===== config.mk =====
export PLATFORM = sky130hd
export DESIGN_NAME = brx_unit
export DESIGN_NICKNAME = d
export VERILOG_FILES = /design/src/rtl/brx_pkg.sv /design/src/rtl/brx_test.sv /design/src/rtl/brx_addr.sv /design/src/rtl/brx_regs.sv /design/src/rtl/brx_unit.sv
export SDC_FILE = /design/constraint.sdc
export NUM_CORES = 1
export LEC_CHECK = 0
export BUFFER_PORTS_ARGS = -buffer_cell sky130_fd_sc_hd__buf_4
export CORE_ASPECT_RATIO = 1.4
export CORE_MARGIN = 5
export CORE_UTILIZATION = 30
export CTS_CLUSTER_SIZE = 24
export DETAILED_ROUTE_END_ITERATION = 16
export PLACE_DENSITY_LB_ADDON = 0.08
export SLEW_MARGIN = 20
export SYNTH_ARGS = -nofsm -noshare
export SYNTH_HDL_FRONTEND = slang
export SYNTH_SLANG_ARGS = --single-unit

===== constraint.sdc =====
create_clock -name clk -period 6.4 [get_ports clk]
set_clock_uncertainty 0.1 [all_clocks]
set_input_delay 0.32 -clock clk [delete_from_list [all_inputs] [get_ports clk]]
set_output_delay 0.32 -clock clk [all_outputs]
set_load 0.02 [all_outputs]

===== src/rtl/brx_pkg.sv =====
package brx_pkg;
  typedef enum logic [2:0] {
    BK_IMM  = 3'd0,
    BK_CIMM = 3'd1,
    BK_CLR  = 3'd2,
    BK_CCTR = 3'd3,
    BK_CTAR = 3'd4
  } brx_kind_e;

  localparam logic [1:0] SEL_LR  = 2'd0;
  localparam logic [1:0] SEL_CTR = 2'd1;
  localparam logic [1:0] SEL_TAR = 2'd2;
  localparam int         NREG    = 3;
endpackage


===== src/rtl/brx_test.sv =====
// Counter decrement, count test and condition-bit test.
module brx_test #(
  parameter int XLEN = 64,
  parameter int CRW  = 32,
  localparam int HALF = XLEN / 2,
  localparam int BIW  = $clog2(CRW)
) (
  input  logic [2:0]      kind,
  input  logic [4:0]      bo,
  input  logic [BIW-1:0]  bi,
  input  logic [CRW-1:0]  cr,
  input  logic [XLEN-1:0] ctr,
  input  logic            mode64,
  output logic            dec_en,
  output logic [XLEN-1:0] ctr_next,
  output logic            take
);
  import brx_pkg::*;

  logic [CRW-1:0] cr_rev;
  logic           nz, cnt_ok, cond_ok, uses_cnt, legal;
  brx_kind_e      k;

  always_comb begin
    for (int i = 0; i < CRW; i++) cr_rev[i] = cr[CRW-1-i];
  end

  always_comb begin
    k        = brx_kind_e'(kind);
    uses_cnt = (k == BK_CIMM) || (k == BK_CLR) || (k == BK_CTAR);
    legal    = uses_cnt || (k == BK_IMM) || (k == BK_CCTR);
    dec_en   = uses_cnt && !bo[2];
    ctr_next = dec_en ? ctr - XLEN'(1) : ctr;
    nz       = mode64 ? (|ctr_next) : (|ctr_next[HALF-1:0]);
    cnt_ok   = !uses_cnt || bo[2] || (nz ^ bo[1]);
    cond_ok  = bo[4] || (cr_rev[bi] == bo[3]);
    if (k == BK_IMM) take = 1'b1;
    else             take = legal && cnt_ok && cond_ok;
  end
endmodule


===== src/rtl/brx_addr.sv =====
// Target selection and next-address / return-address formation.
module brx_addr #(
  parameter int XLEN = 64,
  parameter int LIW  = 24,
  parameter int BDW  = 14,
  localparam int HALF = XLEN / 2
) (
  input  logic [2:0]      kind,
  input  logic            abs_f,
  input  logic [LIW-1:0]  disp,
  input  logic [XLEN-1:0] cia,
  input  logic [XLEN-1:0] lr,
  input  logic [XLEN-1:0] ctr,
  input  logic [XLEN-1:0] tar,
  input  logic            take,
  input  logic            mode64,
  output logic [XLEN-1:0] nia,
  output logic [XLEN-1:0] ret
);
  import brx_pkg::*;

  logic [XLEN-1:0] off_li, off_bd, off, rel_tgt, tgt, raw_nia, seq;

  function automatic logic [XLEN-1:0] fit(input logic [XLEN-1:0] v, input logic m64);
    return m64 ? v : {{HALF{1'b0}}, v[HALF-1:0]};
  endfunction

  always_comb begin
    off_li  = {{(XLEN-LIW-2){disp[LIW-1]}}, disp, 2'b00};
    off_bd  = {{(XLEN-BDW-2){disp[BDW-1]}}, disp[BDW-1:0], 2'b00};
    off     = (brx_kind_e'(kind) == BK_IMM) ? off_li : off_bd;
    rel_tgt = abs_f ? off : cia + off;
    seq     = cia + XLEN'(4);
    case (brx_kind_e'(kind))
      BK_CLR:  tgt = {lr[XLEN-1:2], 2'b00};
      BK_CCTR: tgt = {ctr[XLEN-1:2], 2'b00};
      BK_CTAR: tgt = {tar[XLEN-1:2], 2'b00};
      default: tgt = rel_tgt;
    endcase
    raw_nia = take ? tgt : seq;
    nia     = fit(raw_nia, mode64);
    ret     = fit(seq, mode64);
  end
endmodule


===== src/rtl/brx_regs.sv =====
// Bank of special-purpose registers, one write port each.
module brx_regs #(
  parameter int XLEN = 64,
  parameter int NR   = 3
) (
  input  logic                     clk,
  input  logic                     rst,
  input  logic [NR-1:0]            we,
  input  logic [NR-1:0][XLEN-1:0]  wd,
  output logic [NR-1:0][XLEN-1:0]  q
);
  for (genvar g = 0; g < NR; g++) begin : g_reg
    always_ff @(posedge clk) begin
      if (rst)        q[g] <= '0;
      else if (we[g]) q[g] <= wd[g];
    end
  end
endmodule


===== src/rtl/brx_unit.sv =====
module brx_unit #(
  parameter int XLEN = 64,
  parameter int CRW  = 32,
  parameter int LIW  = 24,
  parameter int BDW  = 14,
  localparam int BIW = $clog2(CRW)
) (
  input  logic            clk,
  input  logic            rst,
  input  logic            valid_i,
  input  logic [2:0]      kind_i,
  input  logic            abs_i,
  input  logic            link_i,
  input  logic [4:0]      bo_i,
  input  logic [BIW-1:0]  bi_i,
  input  logic [LIW-1:0]  disp_i,
  input  logic [XLEN-1:0] cia_i,
  input  logic [CRW-1:0]  cr_i,
  input  logic            mode64_i,
  input  logic            ld_en_i,
  input  logic [1:0]      ld_sel_i,
  input  logic [XLEN-1:0] ld_data_i,
  output logic [XLEN-1:0] nia_o,
  output logic            taken_o,
  output logic [XLEN-1:0] lr_o,
  output logic [XLEN-1:0] ctr_o,
  output logic [XLEN-1:0] tar_o
);
  import brx_pkg::*;

  logic                          dec_en, take, legal, br_lr, br_ctr;
  logic [XLEN-1:0]               ctr_next, ret;
  logic [NREG-1:0]               we;
  logic [NREG-1:0][XLEN-1:0]     wd, q;

  brx_test #(.XLEN(XLEN), .CRW(CRW)) u_test (
    .kind(kind_i), .bo(bo_i), .bi(bi_i), .cr(cr_i), .ctr(q[SEL_CTR]),
    .mode64(mode64_i), .dec_en(dec_en), .ctr_next(ctr_next), .take(take)
  );

  brx_addr #(.XLEN(XLEN), .LIW(LIW), .BDW(BDW)) u_addr (
    .kind(kind_i), .abs_f(abs_i), .disp(disp_i), .cia(cia_i),
    .lr(q[SEL_LR]), .ctr(q[SEL_CTR]), .tar(q[SEL_TAR]), .take(take),
    .mode64(mode64_i), .nia(nia_o), .ret(ret)
  );

  always_comb begin
    legal  = kind_i <= 3'd4;
    br_lr  = valid_i && link_i && legal;
    br_ctr = valid_i && dec_en;
    for (int r = 0; r < NREG; r++) begin
      we[r] = ld_en_i && (ld_sel_i == 2'(r));
      wd[r] = ld_data_i;
    end
    if (br_lr) begin
      we[SEL_LR] = 1'b1;
      wd[SEL_LR] = ret;
    end
    if (br_ctr) begin
      we[SEL_CTR] = 1'b1;
      wd[SEL_CTR] = ctr_next;
    end
  end

  brx_regs #(.XLEN(XLEN), .NR(NREG)) u_regs (
    .clk(clk), .rst(rst), .we(we), .wd(wd), .q(q)
  );

  assign taken_o = valid_i && take;
  assign lr_o    = q[SEL_LR];
  assign ctr_o   = q[SEL_CTR];
  assign tar_o   = q[SEL_TAR];
endmodule


# After elaboration in Yosys (flattened, before gate mapping)

Index checks and enable logic that the tools add are counted.

Add/subtract/negate cells: 3
Magnitude comparators: 2
Eq/ne operators: 7
Multiplexer cells: 15
Bitwise logic cells: 1
Reductions and logical operators: 23

Operator list:

| cell                                                                          | number |
|---|---|
| 64-bit two-way mux                                                            | 8 |
| 64-bit one-hot mux with 3 select lines                                        | 1 |
| 64-bit by 3-bit adder with 64-bit output (second input constant)              | 1 |
| 64-bit adder                                                                  | 1 |
| 64-bit OR reduction                                                           | 1 |
| 64-bit by 1-bit subtractor with 64-bit output (second input constant)         | 1 |
| 32-bit OR reduction                                                           | 1 |
| 1-bit logical AND                                                             | 10 |
| 1-bit logical OR                                                              | 7 |
| 3-bit by 2-bit == test with 1-bit output (second input constant)              | 2 |
| 5-bit by 6-bit less-than comparator with 1-bit output (second input constant) | 1 |
| 1-bit binary-select mux with 5-bit select                                     | 1 |
| 1-bit two-way mux                                                             | 5 |
| 3-bit by 1-bit == test with 1-bit output (second input constant)              | 1 |
| 3-bit == test (second input constant)                                         | 1 |
| 3-bit less-or-equal comparator (second input constant)                        | 1 |
| 3-bit zero test                                                               | 1 |
| 2-bit by 1-bit == test with 1-bit output (second input constant)              | 1 |
| 2-bit == test (second input constant)                                         | 1 |
| 1-bit zero test                                                               | 2 |
| 2-bit zero test                                                               | 1 |
| 1-bit == test                                                                 | 1 |
| 1-bit XOR                                                                     | 1 |

Flip-flop bits (word level): 192
Logic and storage cells: 54

# Longest topological paths before layout

Gate-level depths: netlist of the first run.

Depth in word-level cells: 14
Depth in mapped cells: 19
Gate-level depth less buffers: 16

# By module

A second synthesis of the first run with hierarchy kept.

Cell total of the unflattened synthesis: 2236
Area total of the unflattened synthesis: 18271.3 µm²

By module, submodules not included:

| module   | instances | cells an instance | area each (µm²) |
|---|---|---|---|
| brx_addr | 1         | 1193              | 7602.3 |
| brx_regs | 1         | 618               | 6894.1 |
| brx_test | 1         | 275               | 1995.7 |
| brx_unit | 1         | 150               | 1779.2 |

# Worst setup path after synthesis of the first run

OpenSTA, ideal clock, no wires.

Path kind: input-to-output
Start point: input port kind_i[0]
End point: output port nia_o[57]
Arrival time: 4.643 ns
Setup slack: 1.337 ns
Cell stages on the path: 18
Path buffers: 2
Path through: buf_4 -> nor3_1 -> clkbuf_1 -> nand2_1 -> and2_0 -> inv_1 -> ha_1 -> and3_1 -> a221oi_1 -> o21ai_0 -> a221o_1 -> a31oi_1 -> o21bai_1 -> and2_1 -> a31oi_1 -> xor2_1 -> a21oi_1 -> mux2_1

Longest elaborated chain between the ends: 14
Elaborated cells between the ends (all ways): 27

Ends and longest elaborated chain:

| item                                                  | RTL line       | source |
|---|---|---|
| start, declared                                       | brx_unit.sv:11 | `input logic [2:0] kind_i,` |
| branches (longest 12 deep; another with 64-bit adder) | -              |  |
| 64-bit two-way mux *                                  | brx_addr.sv:40 | `raw_nia = take ? tgt : seq;` |
| 64-bit two-way mux *                                  | brx_addr.sv:25 | `return m64 ? v : {{HALF{1'b0}}, v[HALF-1:0]};` |
| end, declared                                         | brx_unit.sv:23 | `output logic [XLEN-1:0] nia_o,` |

Every way passes the cells marked *.

# Worst setup path after layout of the first run

Start point: register u_regs.q[80] in the netlist's numbering
End point: output port nia_o[16]

Longest elaborated chain between the ends: 11
Elaborated cells between the ends (all ways): 13

Ends and longest elaborated chain:

| item                                                              | RTL line       | source |
|---|---|---|
| start, declared                                                   | brx_regs.sv:10 | `output logic [NR-1:0][XLEN-1:0] q` |
| start signal, assigned by index                                   | brx_regs.sv:15 | `else if (we[g]) q[g] <= wd[g];` |
| 64-bit by 1-bit subtractor with 64-bit output                     | brx_test.sv:33 | `ctr_next = dec_en ? ctr - XLEN'(1) : ctr;` |
| 64-bit two-way mux                                                | brx_test.sv:33 |  |
| 64-bit OR reduction / 32-bit OR reduction (equally long branches) | brx_test.sv:34 | `nz = mode64 ? (\|ctr_next) : (\|ctr_next[HALF-1:0]);` |
| 1-bit two-way mux                                                 | brx_test.sv:34 |  |
| 1-bit XOR                                                         | brx_test.sv:35 | `cnt_ok = !uses_cnt \|\| bo[2] \|\| (nz ^ bo[1]);` |
| 1-bit logical OR                                                  | brx_test.sv:35 |  |
| 1-bit logical AND (2 in series)                                   | brx_test.sv:38 | `else take = legal && cnt_ok && cond_ok;` |
| 1-bit two-way mux                                                 | brx_test.sv:37 | `if (k == BK_IMM) take = 1'b1;` |
| 64-bit two-way mux *                                              | brx_addr.sv:40 |  |
| 64-bit two-way mux *                                              | brx_addr.sv:25 |  |

Mark *: on every way between the ends. The rest lies on a longest branch, timed or not.

==> results.json, run 1 <==
{
  "synth-edff-count": 0,
  "rr_startpoint": "u_regs.q[64]",
  "fin_util_pct": 38.45,
  "grt_pass1_vias": 19700,
  "drt_wl_total_um": 99710,
  "drtAntennaViolNets": 0,
  "dr.pass1.iters": 6,
  "rows": 104,
  "status": "finished clean",
  "largest_reg_flops": 192,
  "post-route-period-util_pct": 97.24,
  "cts_tree": "built",
  "clk_latency_ns": 0.47,
  "required_ns": 5.98,
  "hold_viol": 0,
  "top_regs": "u_regs.q (192)",
  "largest_register": "u_regs.q",
  "yosysMostFrequentCell": "nand2_1",
  "power.density_mw_per_mm2": 202.7,
  "synthTopCellsByArea": "dfxtp_1, nand2_1, a21oi_1, a211oi_1, ha_1",
  "irDropWorstVdd_v": 0.0001140,
  "drc": 0,
  "grt_usage_pct": 29.94,
  "synthTopCellsByCount": "nand2_1, a21oi_1, dfxtp_1, nor2_1, clkbuf_1",
  "fin_area_mm2": 0.02212,
  "cap_violations": 0,
  "cts-root-buf": "clkbuf_16",
  "maxSlewHeadroom_pct": 23.06,
  "setup_violations": 0,
  "fin_crit_ns": 6.223,
  "vias_per_cell": 5.921,
  "placed_cells": 3456,
  "reg2reg_to": "u_regs.q[120]",
  "synth_area_leader_cell": "dfxtp_1",
  "reg2reg_depth": 12,
  "cts_buffers": 17,
  "vias": 20710,
  "antenna_found_initial": 2,
  "worst_pin_slew_ns": 1.151,
  "htreeDepth": 4,
  "grt_max_degree": 80,
  "clk_path_buf_depth": 2,
  "synth_top_area_share_pct": 22.10,
  "hold_class": "in2reg",
  "syn-instance-count": 2406,
  "critPathMaxFanout": 40,
  "placed_cell_area_mm2": 0.02142,
  "ys_seq_area_share_pct": 22.10,
  "cts_sinks": 192,
  "gp_congestion": 0.9635,
  "synth_warnings": 0,
  "whs_path_depth": 3,
  "ys_ff_latch": 192,
  "tns_ns": 0,
  "ios": 463,
  "start_kind": "register",
  "timing.final.ws_setup_ns": 0.1766,
  "portBuffers": 461,
  "die_w_um": 213.5,
  "drv_slew": 0,
  "fill_cells": 6150,
  "grt-ovfl-total": 0,
  "p_leak_nw": 9.046,
  "hold-path-endpoint": "u_regs.q[184]",
  "area_delta_synth_final_pct": 27.13,
  "post_drt_wl_per_cell_um": 28.51,
  "min_from": "ld_data_i[56]",
  "nets": 3011,
  "syn_area_per_cell_um2": 7.230,
  "worstSetupPathType": "reg2out",
  "detailed_place_hpwl_um": 78060,
  "arrival_ns": 5.80,
  "die-area_mm2": 0.06297,
  "core_mm2": 0.05752,
  "synth_ff_type": "dfxtp_1",
  "synth_nets": 2676,
  "die_h_um": 294.9,
  "synth_area_mm2": 0.01740,
  "drtIter0Drc": 2176,
  "synthArstFlopShare_pct": 0,
  "grt_pass1_wl_um": 140100,
  "rsz0062_at_grt": "no",
  "cp-end-kind": "output pin",
  "synth.distinct_cells": 84,
  "drive_gt1_share_pct": 21.86,
  "clk_pin_slew_ns": 0.08,
  "r2r_setup_slack_ns": 2.89,
  "dp_slack_ns": 0.4629,
  "initial_core_util_pct": 30.24,
  "clock.fmax_ghz": 0.1607,
  "fin_cells": 3498
}
[final cells by class]
class | instances | area, um2 | share of cell area (%)
antenna | 2 | 5.005 | 0.02263
clock buffer | 19 | 442.9 | 2.003
clock inverter | 13 | 138.9 | 0.6280
inverter | 32 | 120.1 | 0.5431
multi-input combinational | 1981 | 12720 | 57.53
sequential | 192 | 3844 | 17.38
tap | 742 | 928.4 | 4.198
timing repair buffer | 517 | 3913 | 17.69
[critical path: stages, from the launching register on]
cell	delay, ns
dfxtp_1	0.41
nor3_1	0.47
nand4_1	0.32
or4_1	0.64
or4b_2	0.71
xnor2_1	0.16
or4_1	0.43
or4_1	0.50
o21ai_2	0.29
xor2_2	0.19
o21ai_4	0.19
buf_12	0.27
mux2i_1	0.45
buf_4	0.22
[cell families (layout without fill, tap and decap cells)]
group	Yosys count	in the layout	share of synthesized area [%]
XOR/XNOR	141	141	7.142
flip-flops	192	192	22.10
buffers and inverters	233	581	5.344
AO/OA/AOI/OAI	776	776	29.23
multiplexers	102	102	6.747
other	0	2	0
adder cells (fa/ha/maj)	64	64	4.647
AND/OR/NAND/NOR	898	898	24.79
[how the worst max path moves through the flow]
stage,start,end
finish,u_regs.q[80],nia_o[16]
global route,u_regs.q[64],nia_o[27]
CTS,u_regs.q[73],nia_o[25]
detailed placement,u_regs.q[89],nia_o[25]
global placement,u_regs.q[89],nia_o[25]
floorplan,kind_i[0],nia_o[57]
[cell usage in the layout (no fill, tap or decap), drive strengths merged, types with 19 or more instances in the layout]
cell type  count
inv           40
mux2          22
nand2        351
nor2b         52
nor4          47
xor2          73
o22ai         54
or3           19
ha            63
dfxtp        192
clkbuf        19
a31oi         20
o211ai        40
nand4         45
mux2i         70
o21ai        123
buf          511
xnor2         68
a22oi         19
a21o          47
nand3         49
nor3          57
a21oi        210
a211oi       125
nor2         181
[power by group]
group | total, mW | switching, mW | leakage [nW] | internal (mW)
clock network | 1.14 | 0.579 | 0.284 | 0.563
registers | 1.37 | 0.109 | 1.57 | 1.26
logic | 1.97 | 1.22 | 7.19 | 0.750
[through the flow]
stage               hold slack, ns  total power [mW]
global placement            0.3434             3.330
finish                     0.01110             4.483
global route               0.02581             4.660
floorplan                   0.3196             2.486
CTS                      0.0005043             4.466
detailed placement          0.3573             3.329
[metal layers]
| metal | global-route usage (%) | routed length (um) | up-vias |
|---|---|---|---|
| met2 | 48.64 | 46490 | 952 |
| met1 | 41.02 | 42870 | 10030 |
| li1 | - | - | 9609 |
| met5 | 0 | 0 | - |
| met3 | 4.706 | 7336 | 117 |
| met4 | 8.845 | 3014 | 0 |
[timing repair]
action                                 CTS  global route
setup endpoints to repair                3            20
gates cloned                             0             0
hold buffers                             6             0
resized for setup                        1             5
buffers inserted                         0             2
endpoints found under the hold margin    6             0
pin swaps                                0             1
(Power assumes the default switching activity.)
==> run 2, diff against run 1 <==
CORE_ASPECT_RATIO = 1.5   (was 1.4)
CORE_UTILIZATION = 55   (was 30)
==> run 2 against run 1 <==
Critical path depth unchanged; count of clock-buffer cells in the layout decreased by 1; critical path type unchanged; utilization up 31 points; final cell count is 10% lower; via count grew 6.7%.
==> results.json, run 2 (synthesis gave the netlist of run 1 again) <==
{
  "placed_cells": 3108,
  "vias_per_cell": 7.030,
  "drive_gt1_share_pct": 21.39,
  "fin_crit_ns": 6.303,
  "die_w_um": 155.2,
  "clk_path_buf_depth": 2,
  "multi_input_area_mm2": 0.01269,
  "setup_violations": 0,
  "hold_viol": 0,
  "htreeDepth": 4,
  "cts-root-buf": "clkbuf_16",
  "post-route-period-util_pct": 98.48,
  "drt_wl_total_um": 84520,
  "core_mm2": 0.03114,
  "rsz0062_at_grt": "no",
  "worst_pin_slew_ns": 1.128,
  "required_ns": 5.98,
  "top_regs": "u_regs.q (192)",
  "hold_class": "in2reg",
  "nets": 2992,
  "fin_cells": 3145,
  "cts_hold_buf": 0,
  "dr.pass1.iters": 6,
  "grt_pass1_vias": 20270,
  "largest_register": "u_regs.q",
  "rows": 79,
  "portBuffers": 461,
  "grt_usage_pct": 44.49,
  "grt_max_degree": 118,
  "cap_violations": 0,
  "critPathMaxFanout": 41,
  "gp_congestion": 1.123,
  "drtAntennaViolNets": 0,
  "ff_latch_area_mm2": 0.003844,
  "cts_tree": "built",
  "worstSetupPathType": "reg2out",
  "clk_pin_slew_ns": 0.08,
  "clock.fmax_ghz": 0.1587,
  "maxSlewHeadroom_pct": 24.63,
  "antenna_found_initial": 5,
  "die-area_mm2": 0.03536,
  "grt-ovfl-total": 0,
  "area_delta_synth_final_pct": 23.67,
  "vias": 22110,
  "tns_ns": 0,
  "initial_core_util_pct": 55.87,
  "final_cell_mix": "buf_4, nand2_1, a21oi_1",
  "drc": 0,
  "p_leak_nw": 8.947,
  "status": "finished clean",
  "arrival_ns": 5.88,
  "cts_sinks": 192,
  "fill_cells": 2674,
  "irDropWorstVdd_v": 0.0002152,
  "drv_slew": 0,
  "power.density_mw_per_mm2": 203.8,
  "largest_reg_flops": 192,
  "cts_buffers": 17,
  "ios": 463,
  "clk_latency_ns": 0.46,
  "cp-end-kind": "output pin",
  "detailed_place_hpwl_um": 64490,
  "mostFrequentLayoutCell": "buf_4",
  "grt_pass1_wl_um": 123200,
  "drtIter0Drc": 3355,
  "die_h_um": 227.8,
  "post_drt_wl_per_cell_um": 26.87,
  "start_kind": "register"
}
==> run 2: worst paths after layout <==
kind            startpoint       endpoint  slack [ns]  cells after the start
max           u_regs.q[73]      nia_o[25]         0.1                     13
min          ld_data_i[19]  u_regs.q[147]        0.03                      3
max reg2reg   u_regs.q[64]  u_regs.q[120]        2.83                     11
min reg2reg  u_regs.q[128]  u_regs.q[128]        0.36                      2
==> run 2: layout make-up <==
class	instances	area share, %
repair buffers	498	17.45
diodes	5	0.05816
multi-input cells	1981	59.00
inverters	32	0.5583
well taps	405	2.355
clock inverters	14	0.7154
flip-flops and latches	192	17.87
clock buffers	18	1.995
==> run 2: report_power, final <==
group	internal, mW	total [mW]	switching (mW)
registers	1.26	1.36	0.104
logic	0.732	1.91	1.18
clock network	0.582	1.11	0.528
total	2.57	4.38	1.81
==> run 2: worst max-delay path, cell delays in order (launching register included) <==
cell	delay, ns
dfxtp_1	0.46
nor3_4	0.38
nand4_1	0.32
or4_1	0.69
or4b_2	0.73
xnor2_1	0.16
or4_1	0.50
or4_1	0.52
o21ai_2	0.25
xor2_2	0.18
o21ai_4	0.20
buf_12	0.33
mux2i_1	0.44
buf_4	0.22
==> run 2: per-layer routing <==
layer,GRT usage [%],wire length (um),vias to the layer above
met5,0,0,-
met4,27.02,6588,0
met3,11.02,11490,385
met2,69.24,37250,1899
met1,55.11,29190,10270
li1,-,-,9554
==> run 2: repair_timing <==
item | 4_1_cts | 5_1_grt
setup endpoints to repair | 0 | 4
setup buffers | 0 | 0
resized for setup | 0 | 4
==> run 2: metrics by stage <==
stage	setup slack, ns	hold slack [ns]	power [mW]	util, %	cell area [um2]
6_report	0.09710	0.02602	4.384	69.09	21510
4_1_cts	0.1581	0.01261	4.314	69.01	21490
3_3_place_gp	0.4701	0.3420	3.202	67.13	20900
2_1_floorplan	1.337	0.3196	2.486	-	17400
3_5_place_dp	0.3332	0.3493	3.224	67.14	20900
5_1_grt	0.008319	0.02429	4.518	69.09	21510
